===== src/rtl/trig_event_out_pkg.sv =====
package trig_event_out_pkg;

  typedef enum logic [1:0] {
    SEL_CODE  = 2'd0,
    SEL_DELAY = 2'd1,
    SEL_WIDTH = 2'd2,
    SEL_EN    = 2'd3
  } cfg_sel_e;

  typedef enum logic [1:0] {
    ST_IDLE  = 2'd0,
    ST_DELAY = 2'd1,
    ST_PULSE = 2'd2
  } ch_state_e;

endpackage


===== src/rtl/trig_cfg_bank.sv =====
module trig_cfg_bank
  import trig_event_out_pkg::*;
#(
  parameter int CODE_W = 8,
  parameter int CNT_W  = 32
) (
  input  logic              clk_i,
  input  logic              rst_ni,
  input  logic              wr_i,
  input  logic [1:0]        sel_i,
  input  logic [CNT_W-1:0]  data_i,
  input  logic              load_i,
  input  logic              busy_i,
  output logic [CODE_W-1:0] eff_code_o,
  output logic [CNT_W-1:0]  eff_delay_o,
  output logic [CNT_W-1:0]  eff_width_o,
  output logic              eff_en_o,
  output logic [CODE_W-1:0] act_code_o,
  output logic [CNT_W-1:0]  act_delay_o,
  output logic [CNT_W-1:0]  act_width_o,
  output logic              act_en_o
);

  logic [CODE_W-1:0] shd_code_q, act_code_q;
  logic [CNT_W-1:0]  shd_delay_q, act_delay_q;
  logic [CNT_W-1:0]  shd_width_q, act_width_q;
  logic              shd_en_q, act_en_q;
  logic              pend_q;
  logic              apply;

  // a load waits for the channel to go idle
  assign apply = (load_i | pend_q) & ~busy_i;

  always_ff @(posedge clk_i or negedge rst_ni) begin
    if (!rst_ni) begin
      shd_code_q  <= '0;
      shd_delay_q <= '0;
      shd_width_q <= '0;
      shd_en_q    <= 1'b0;
    end else if (wr_i) begin
      unique case (cfg_sel_e'(sel_i))
        SEL_CODE:  shd_code_q  <= data_i[CODE_W-1:0];
        SEL_DELAY: shd_delay_q <= data_i;
        SEL_WIDTH: shd_width_q <= data_i;
        SEL_EN:    shd_en_q    <= data_i[0];
        default:   ;
      endcase
    end
  end

  always_ff @(posedge clk_i or negedge rst_ni) begin
    if (!rst_ni) begin
      act_code_q  <= '0;
      act_delay_q <= '0;
      act_width_q <= '0;
      act_en_q    <= 1'b0;
      pend_q      <= 1'b0;
    end else if (apply) begin
      act_code_q  <= shd_code_q;
      act_delay_q <= shd_delay_q;
      act_width_q <= shd_width_q;
      act_en_q    <= shd_en_q;
      pend_q      <= 1'b0;
    end else if (load_i) begin
      pend_q <= 1'b1;
    end
  end

  // settings seen by the channel this cycle
  always_comb begin
    if (apply) begin
      eff_code_o  = shd_code_q;
      eff_delay_o = shd_delay_q;
      eff_width_o = shd_width_q;
      eff_en_o    = shd_en_q;
    end else begin
      eff_code_o  = act_code_q;
      eff_delay_o = act_delay_q;
      eff_width_o = act_width_q;
      eff_en_o    = act_en_q;
    end
  end

  assign act_code_o  = act_code_q;
  assign act_delay_o = act_delay_q;
  assign act_width_o = act_width_q;
  assign act_en_o    = act_en_q;

endmodule


===== src/rtl/trig_pulse_chan.sv =====
module trig_pulse_chan
  import trig_event_out_pkg::*;
#(
  parameter int CODE_W = 8,
  parameter int CNT_W  = 32
) (
  input  logic              clk_i,
  input  logic              rst_ni,
  input  logic [CODE_W-1:0] code_i,
  input  logic              code_valid_i,
  input  logic [CODE_W-1:0] cfg_code_i,
  input  logic [CNT_W-1:0]  cfg_delay_i,
  input  logic [CNT_W-1:0]  cfg_width_i,
  input  logic              cfg_en_i,
  output logic              trig_o,
  output logic              busy_o,
  output logic              overrun_o
);

  ch_state_e        state_q;
  logic [CNT_W-1:0] cnt_q;
  logic             trig_q;
  logic             ovr_q;
  logic             hit;

  assign hit = code_valid_i && (code_i == cfg_code_i) && cfg_en_i;

  always_ff @(posedge clk_i or negedge rst_ni) begin
    if (!rst_ni) begin
      state_q <= ST_IDLE;
      cnt_q   <= '0;
      trig_q  <= 1'b0;
    end else begin
      unique case (state_q)
        ST_IDLE: begin
          if (hit && (cfg_width_i != '0)) begin
            if (cfg_delay_i == '0) begin
              state_q <= ST_PULSE;
              cnt_q   <= cfg_width_i - 1'b1;
              trig_q  <= 1'b1;
            end else begin
              state_q <= ST_DELAY;
              cnt_q   <= cfg_delay_i - 1'b1;
            end
          end
        end
        ST_DELAY: begin
          if (cnt_q == '0) begin
            state_q <= ST_PULSE;
            cnt_q   <= cfg_width_i - 1'b1;
            trig_q  <= 1'b1;
          end else begin
            cnt_q <= cnt_q - 1'b1;
          end
        end
        ST_PULSE: begin
          if (cnt_q == '0) begin
            state_q <= ST_IDLE;
            trig_q  <= 1'b0;
          end else begin
            cnt_q <= cnt_q - 1'b1;
          end
        end
        default: begin
          state_q <= ST_IDLE;
          trig_q  <= 1'b0;
        end
      endcase
    end
  end

  always_ff @(posedge clk_i or negedge rst_ni) begin
    if (!rst_ni) ovr_q <= 1'b0;
    else if (hit && (state_q != ST_IDLE)) ovr_q <= 1'b1;
  end

  assign trig_o    = trig_q;
  assign busy_o    = (state_q != ST_IDLE);
  assign overrun_o = ovr_q;

endmodule


===== src/rtl/trig_event_out.sv =====
module trig_event_out #(
  parameter int NUM_CH  = 7,
  parameter int NUM_TTL = 5,
  parameter int CODE_W  = 8,
  parameter int CNT_W   = 32,
  localparam int CH_W   = $clog2(NUM_CH),
  localparam int NUM_PECL = NUM_CH - NUM_TTL
) (
  input  logic                clk_i,
  input  logic                rst_ni,
  input  logic [CODE_W-1:0]   code_i,
  input  logic                code_valid_i,
  input  logic                cfg_we_i,
  input  logic [CH_W-1:0]     cfg_ch_i,
  input  logic [1:0]          cfg_sel_i,
  input  logic [CNT_W-1:0]    cfg_data_i,
  input  logic                load_i,
  output logic [NUM_TTL-1:0]  trig_ttl_o,
  output logic [NUM_PECL-1:0] trig_pecl_o,
  output logic [NUM_CH-1:0]   overrun_o
);

  logic [NUM_CH-1:0]             trig_all;
  logic [NUM_CH-1:0]             busy;
  logic [NUM_CH-1:0]             eff_en;
  logic [NUM_CH-1:0]             act_en;
  logic [NUM_CH-1:0][CODE_W-1:0] eff_code;
  logic [NUM_CH-1:0][CODE_W-1:0] act_code;
  logic [NUM_CH-1:0][CNT_W-1:0]  eff_delay;
  logic [NUM_CH-1:0][CNT_W-1:0]  act_delay;
  logic [NUM_CH-1:0][CNT_W-1:0]  eff_width;
  logic [NUM_CH-1:0][CNT_W-1:0]  act_width;

  for (genvar i = 0; i < NUM_CH; i++) begin : g_ch
    logic wr;
    assign wr = cfg_we_i && (cfg_ch_i == CH_W'(i));

    trig_cfg_bank #(.CODE_W(CODE_W), .CNT_W(CNT_W)) u_cfg (
      .clk_i       (clk_i),
      .rst_ni      (rst_ni),
      .wr_i        (wr),
      .sel_i       (cfg_sel_i),
      .data_i      (cfg_data_i),
      .load_i      (load_i),
      .busy_i      (busy[i]),
      .eff_code_o  (eff_code[i]),
      .eff_delay_o (eff_delay[i]),
      .eff_width_o (eff_width[i]),
      .eff_en_o    (eff_en[i]),
      .act_code_o  (act_code[i]),
      .act_delay_o (act_delay[i]),
      .act_width_o (act_width[i]),
      .act_en_o    (act_en[i])
    );

    trig_pulse_chan #(.CODE_W(CODE_W), .CNT_W(CNT_W)) u_chan (
      .clk_i        (clk_i),
      .rst_ni       (rst_ni),
      .code_i       (code_i),
      .code_valid_i (code_valid_i),
      .cfg_code_i   (eff_code[i]),
      .cfg_delay_i  (eff_delay[i]),
      .cfg_width_i  (eff_width[i]),
      .cfg_en_i     (eff_en[i]),
      .trig_o       (trig_all[i]),
      .busy_o       (busy[i]),
      .overrun_o    (overrun_o[i])
    );
  end

  assign trig_ttl_o  = trig_all[NUM_TTL-1:0];
  assign trig_pecl_o = trig_all[NUM_CH-1:NUM_TTL];

endmodule


===== config.mk =====
export PLATFORM = sky130hd
export DESIGN_NAME = trig_event_out
export DESIGN_NICKNAME = d
export VERILOG_FILES = /design/src/rtl/trig_event_out_pkg.sv /design/src/rtl/trig_cfg_bank.sv /design/src/rtl/trig_pulse_chan.sv /design/src/rtl/trig_event_out.sv
export SDC_FILE = /design/constraint.sdc
export NUM_CORES = 2
export LEC_CHECK = 0
export BUFFER_PORTS_ARGS = -buffer_cell sky130_fd_sc_hd__buf_4
export CORE_UTILIZATION = 45
export DETAILED_ROUTE_END_ITERATION = 16
export MAX_ROUTING_LAYER = met4
export SETUP_SLACK_MARGIN = 0.15
export SYNTH_ARGS = -nofsm -noshare
export SYNTH_HDL_FRONTEND = slang
export SYNTH_SLANG_ARGS = --single-unit

===== constraint.sdc =====
create_clock -name clk_i -period 5.7 [get_ports clk_i]
set_clock_uncertainty 0.15 [all_clocks]
set_input_delay 1.14 -clock clk_i [delete_from_list [all_inputs] [get_ports clk_i]]
set_output_delay 1.14 -clock clk_i [all_outputs]
set_load 0.02 [all_outputs]

==> flow_metrics.py <==
metrics = {
    "route": {
        "drt_pre_antenna_iters": 6,
        "vias_per_cell": 5.98,
        "drt_iter0_markers": 5520,
        "drc_errors": 0,
        "drt-total-wl_mm": 225,
        "detail-route-antenna-nets": 0,
        "routedWlPerCell_um": 22.9,
        "via_count": 58800,
    },
    "timing": {
        "rsz0062_at_grt": "no",
        "period_minus_slack_ps": 4710,
        "post-route-period-util_pct": 82.6,
        "fin_ws_ps": 994,
        "tns_ps": 0,
        "tightest_slew_ps": 1210,
        "fmax_mhz": 213,
        "setup_violations": 0,
        "relSlewSlack_pct": 18.7,
        "hold_viol": 0,
        "slew_violations": 0,
    },
    "cells_and_area": {
        "area_growth_pct": 10.9,
        "final_cell_mix": "1298 x nand2_1, 1281 x dfrtp_1, 579 x mux2_2, 457 x nor2_1, 369 x xnor2_1",
        "final_cell_count_no_fill": 9835,
        "postLayoutCoreUtil_pct": 50.3,
        "layout_commonest_cell": "nand2_1",
        "multi_input_area_um2": 37000,
        "fillers": 14500,
        "finalNetCount": 7738,
        "ff_latch_area_um2": 32100,
        "drive_above_1_share_pct": 14.8,
        "postLayoutCellArea_um2": 79700,
    },
    "synth": {
        "yosys_most_used_dff": "dfrtp_1",
        "synthCells": 7692,
        "syn-num-nets": 7800,
        "synth_warnings": 0,
        "ys_ff_latch": 1281,
        "syn_area_um2": 71900,
        "synth_cell_types": 105,
        "synth_edf_count": 0,
        "syn_area_per_cell_um2": 9.34,
        "synth.mux.area_fraction_pct": 12.3,
        "synth-simple-area-share_pct": 19.8,
        "synth_async_sr_flop_share_pct": 100,
        "yosysSeqAreaShare_pct": 44.6,
        "synthAdderAreaFrac_pct": 1.01,
        "synth_top_family_by_area": "simple AND/OR/NAND/NOR gates",
        "synth_compound_area_share_pct": 11.7,
        "synth_xor_area_share_pct": 6.44,
    },
    "setup_path": {
        "path_class": "reg -> reg",
        "slowest_delay_ps": 740,
        "crit_chain": "inv_1 > ha_1 > o21a_2 > mux2i_1 > a21oi_1 > o2111ai_1 > a41oi_1 > a211oi_2 > buf_4 > o21ai_0 > a22o_1",
        "cp-end-kind": "register",
        "arrival_ps": 5220,
        "slowest_stage": "a211oi_2",
        "critical_path.startpoint_type": "register",
        "worst_ep_required_time_ps": 6220,
        "path_delay_family": "compound AO/OA/AOI/OAI gates",
        "r2r_slack_ps": 990,
        "cp_max_fo": 21,
        "critical_path_buf_inv_count": 2,
    },
    "place": {
        "gp_congestion": 0.936,
        "postPlaceCellArea_um2": 74500,
        "hpwl_mm": 152,
        "dpl.cell_count": 9553,
        "dpl_worst_slack_ps": 361,
        "portBuffers": 63,
    },
    "floorplanning": {
        "die_h_um": 402,
        "core_um2": 158000,
        "die_x_um": 402,
        "ios": 64,
        "num_rows": 146,
        "die_area_um2": 161000,
        "start_util_pct": 45.4,
    },
    "clocking": {
        "path_clk_slew_ps": 60,
        "cts_hold_buffers": 0,
        "cts_sinks": 1281,
        "post_cts_buffers": 0,
        "worstSkewPairLatency_ps": 800,
        "cts_tree": "built",
        "clock_path_buffers": 3,
        "ctsResizeCount": 0,
        "ctsRootBufferMaster": "clkbuf_16",
        "h-tree-depth": 4,
        "cts_buffers": 147,
    },
    "global_routing": {
        "track_usage_pct": 28.5,
        "overflow": 0,
        "grt_max_degree": 141,
        "grt_pass1_vias": 56400,
        "grt_pass1_wl_mm": 348,
        "grt_antenna_before_repair": 25,
    },
    "run": {
        "drv_cap": 0,
    },
    "power_and_ir_drop": {
        "power_density_nw_per_um2": 464,
        "leakage_nw": 37.4,
        "vdd_ir_drop_max_v": 0.000341,
    },
    "hold_path": {
        "hold_class": "in -> async",
    },
    "status": {
        "status": "finished clean",
    },
}
## layout make-up
type | count | share of cell area (%)
Multi-Input combinational cell | 5708 | 46.4
Sequential cell | 1281 | 40.2
Timing Repair Buffer | 217 | 2.37
Antenna cell | 13 | 0.0408
Clock buffer | 200 | 5.40
Tap cell | 2072 | 3.25
Clock inverter | 69 | 1.02
Inverter | 275 | 1.30
## state kept, by name, indices dropped and copies added (netlist names), 14 cells and up
signal                  count
g_ch.u_cfg.shd_width_q    224
g_ch.u_cfg.shd_code_q      56
g_ch.u_cfg.act_delay_o    224
g_ch.u_cfg.act_width_o    224
g_ch.u_cfg.shd_delay_q    224
g_ch.u_cfg.act_code_o      56
g_ch.u_chan.cnt_q         224
g_ch.u_chan.state_q        14
## stage by stage
step           total power [mW]  hold slack (ps)
6_report                   37.0              190
5_1_grt                    39.1              252
4_1_cts                    37.0              201
3_5_place_dp               26.9              304
3_3_place_gp               26.6              295
2_1_floorplan              22.7              279
## metal layers
metal	vias up	track usage (%)	part of all wire, %	routed length [um]
met4	0	8.22	2.8	6280
met3	318	3.87	6.1	13700
met5	-	-	0	0
met1	29400	39.4	46	102000
met2	1897	43.5	46	103000
li1	27200	-	-	-
## kinds of logic (layout without fill, tap and decap cells)
group                      Yosys count  count (layout)
AOI/OAI and AO/OA                 1304            1304
xor gates and xnor gates           528             528
adders and majority gates           58              58
buffers and inverters              703             761
DFF                               1281            1281
muxes                              806             806
other                                0              13
and+or+nand+nor                   3012            3012
## cell usage after synthesis, drive strengths merged (170+ instances only)
cell	count	area, um^2
inv	271	1020
dfrtp	1281	32100
nor3	370	1880
xnor2	369	3230
a21oi	271	1360
mux2	579	6520
buf	237	1220
nor4	210	1390
nor2	463	1740
nand3	170	861
clkbuf	191	718
nand2	1301	4890
mux2i	227	2280
o21ai	413	2090
## worst paths after layout
kind                                                 end                       from  cells past startpoint
max                              g_ch[5].u_chan.cnt_q[5]  g_ch[5].u_chan.state_q[0]                     11
min                         g_ch[4].u_cfg.act_width_o[5]                     rst_ni                      1
max reg2reg                      g_ch[5].u_chan.cnt_q[5]  g_ch[5].u_chan.state_q[0]                     11
min reg2reg                       g_ch[1].u_cfg.act_en_o     g_ch[1].u_cfg.act_en_o                      2
max in group asynchronous  g_ch[6].u_cfg.shd_width_q[31]                     rst_ni                      2
min in group clk_i                g_ch[1].u_cfg.act_en_o     g_ch[1].u_cfg.act_en_o                      2
## power by group
part | total (mW) | switching [mW] | leakage (nW) | internal [mW]
sequential | 12.9 | 1.77 | 16.5 | 11.1
combinational | 14.0 | 8.74 | 18.4 | 5.27
clock | 10.1 | 4.10 | 2.51 | 5.95
total | 37.0 | 14.6 | 37.4 | 22.3
Note: power is estimated with default switching activity, not from simulation.
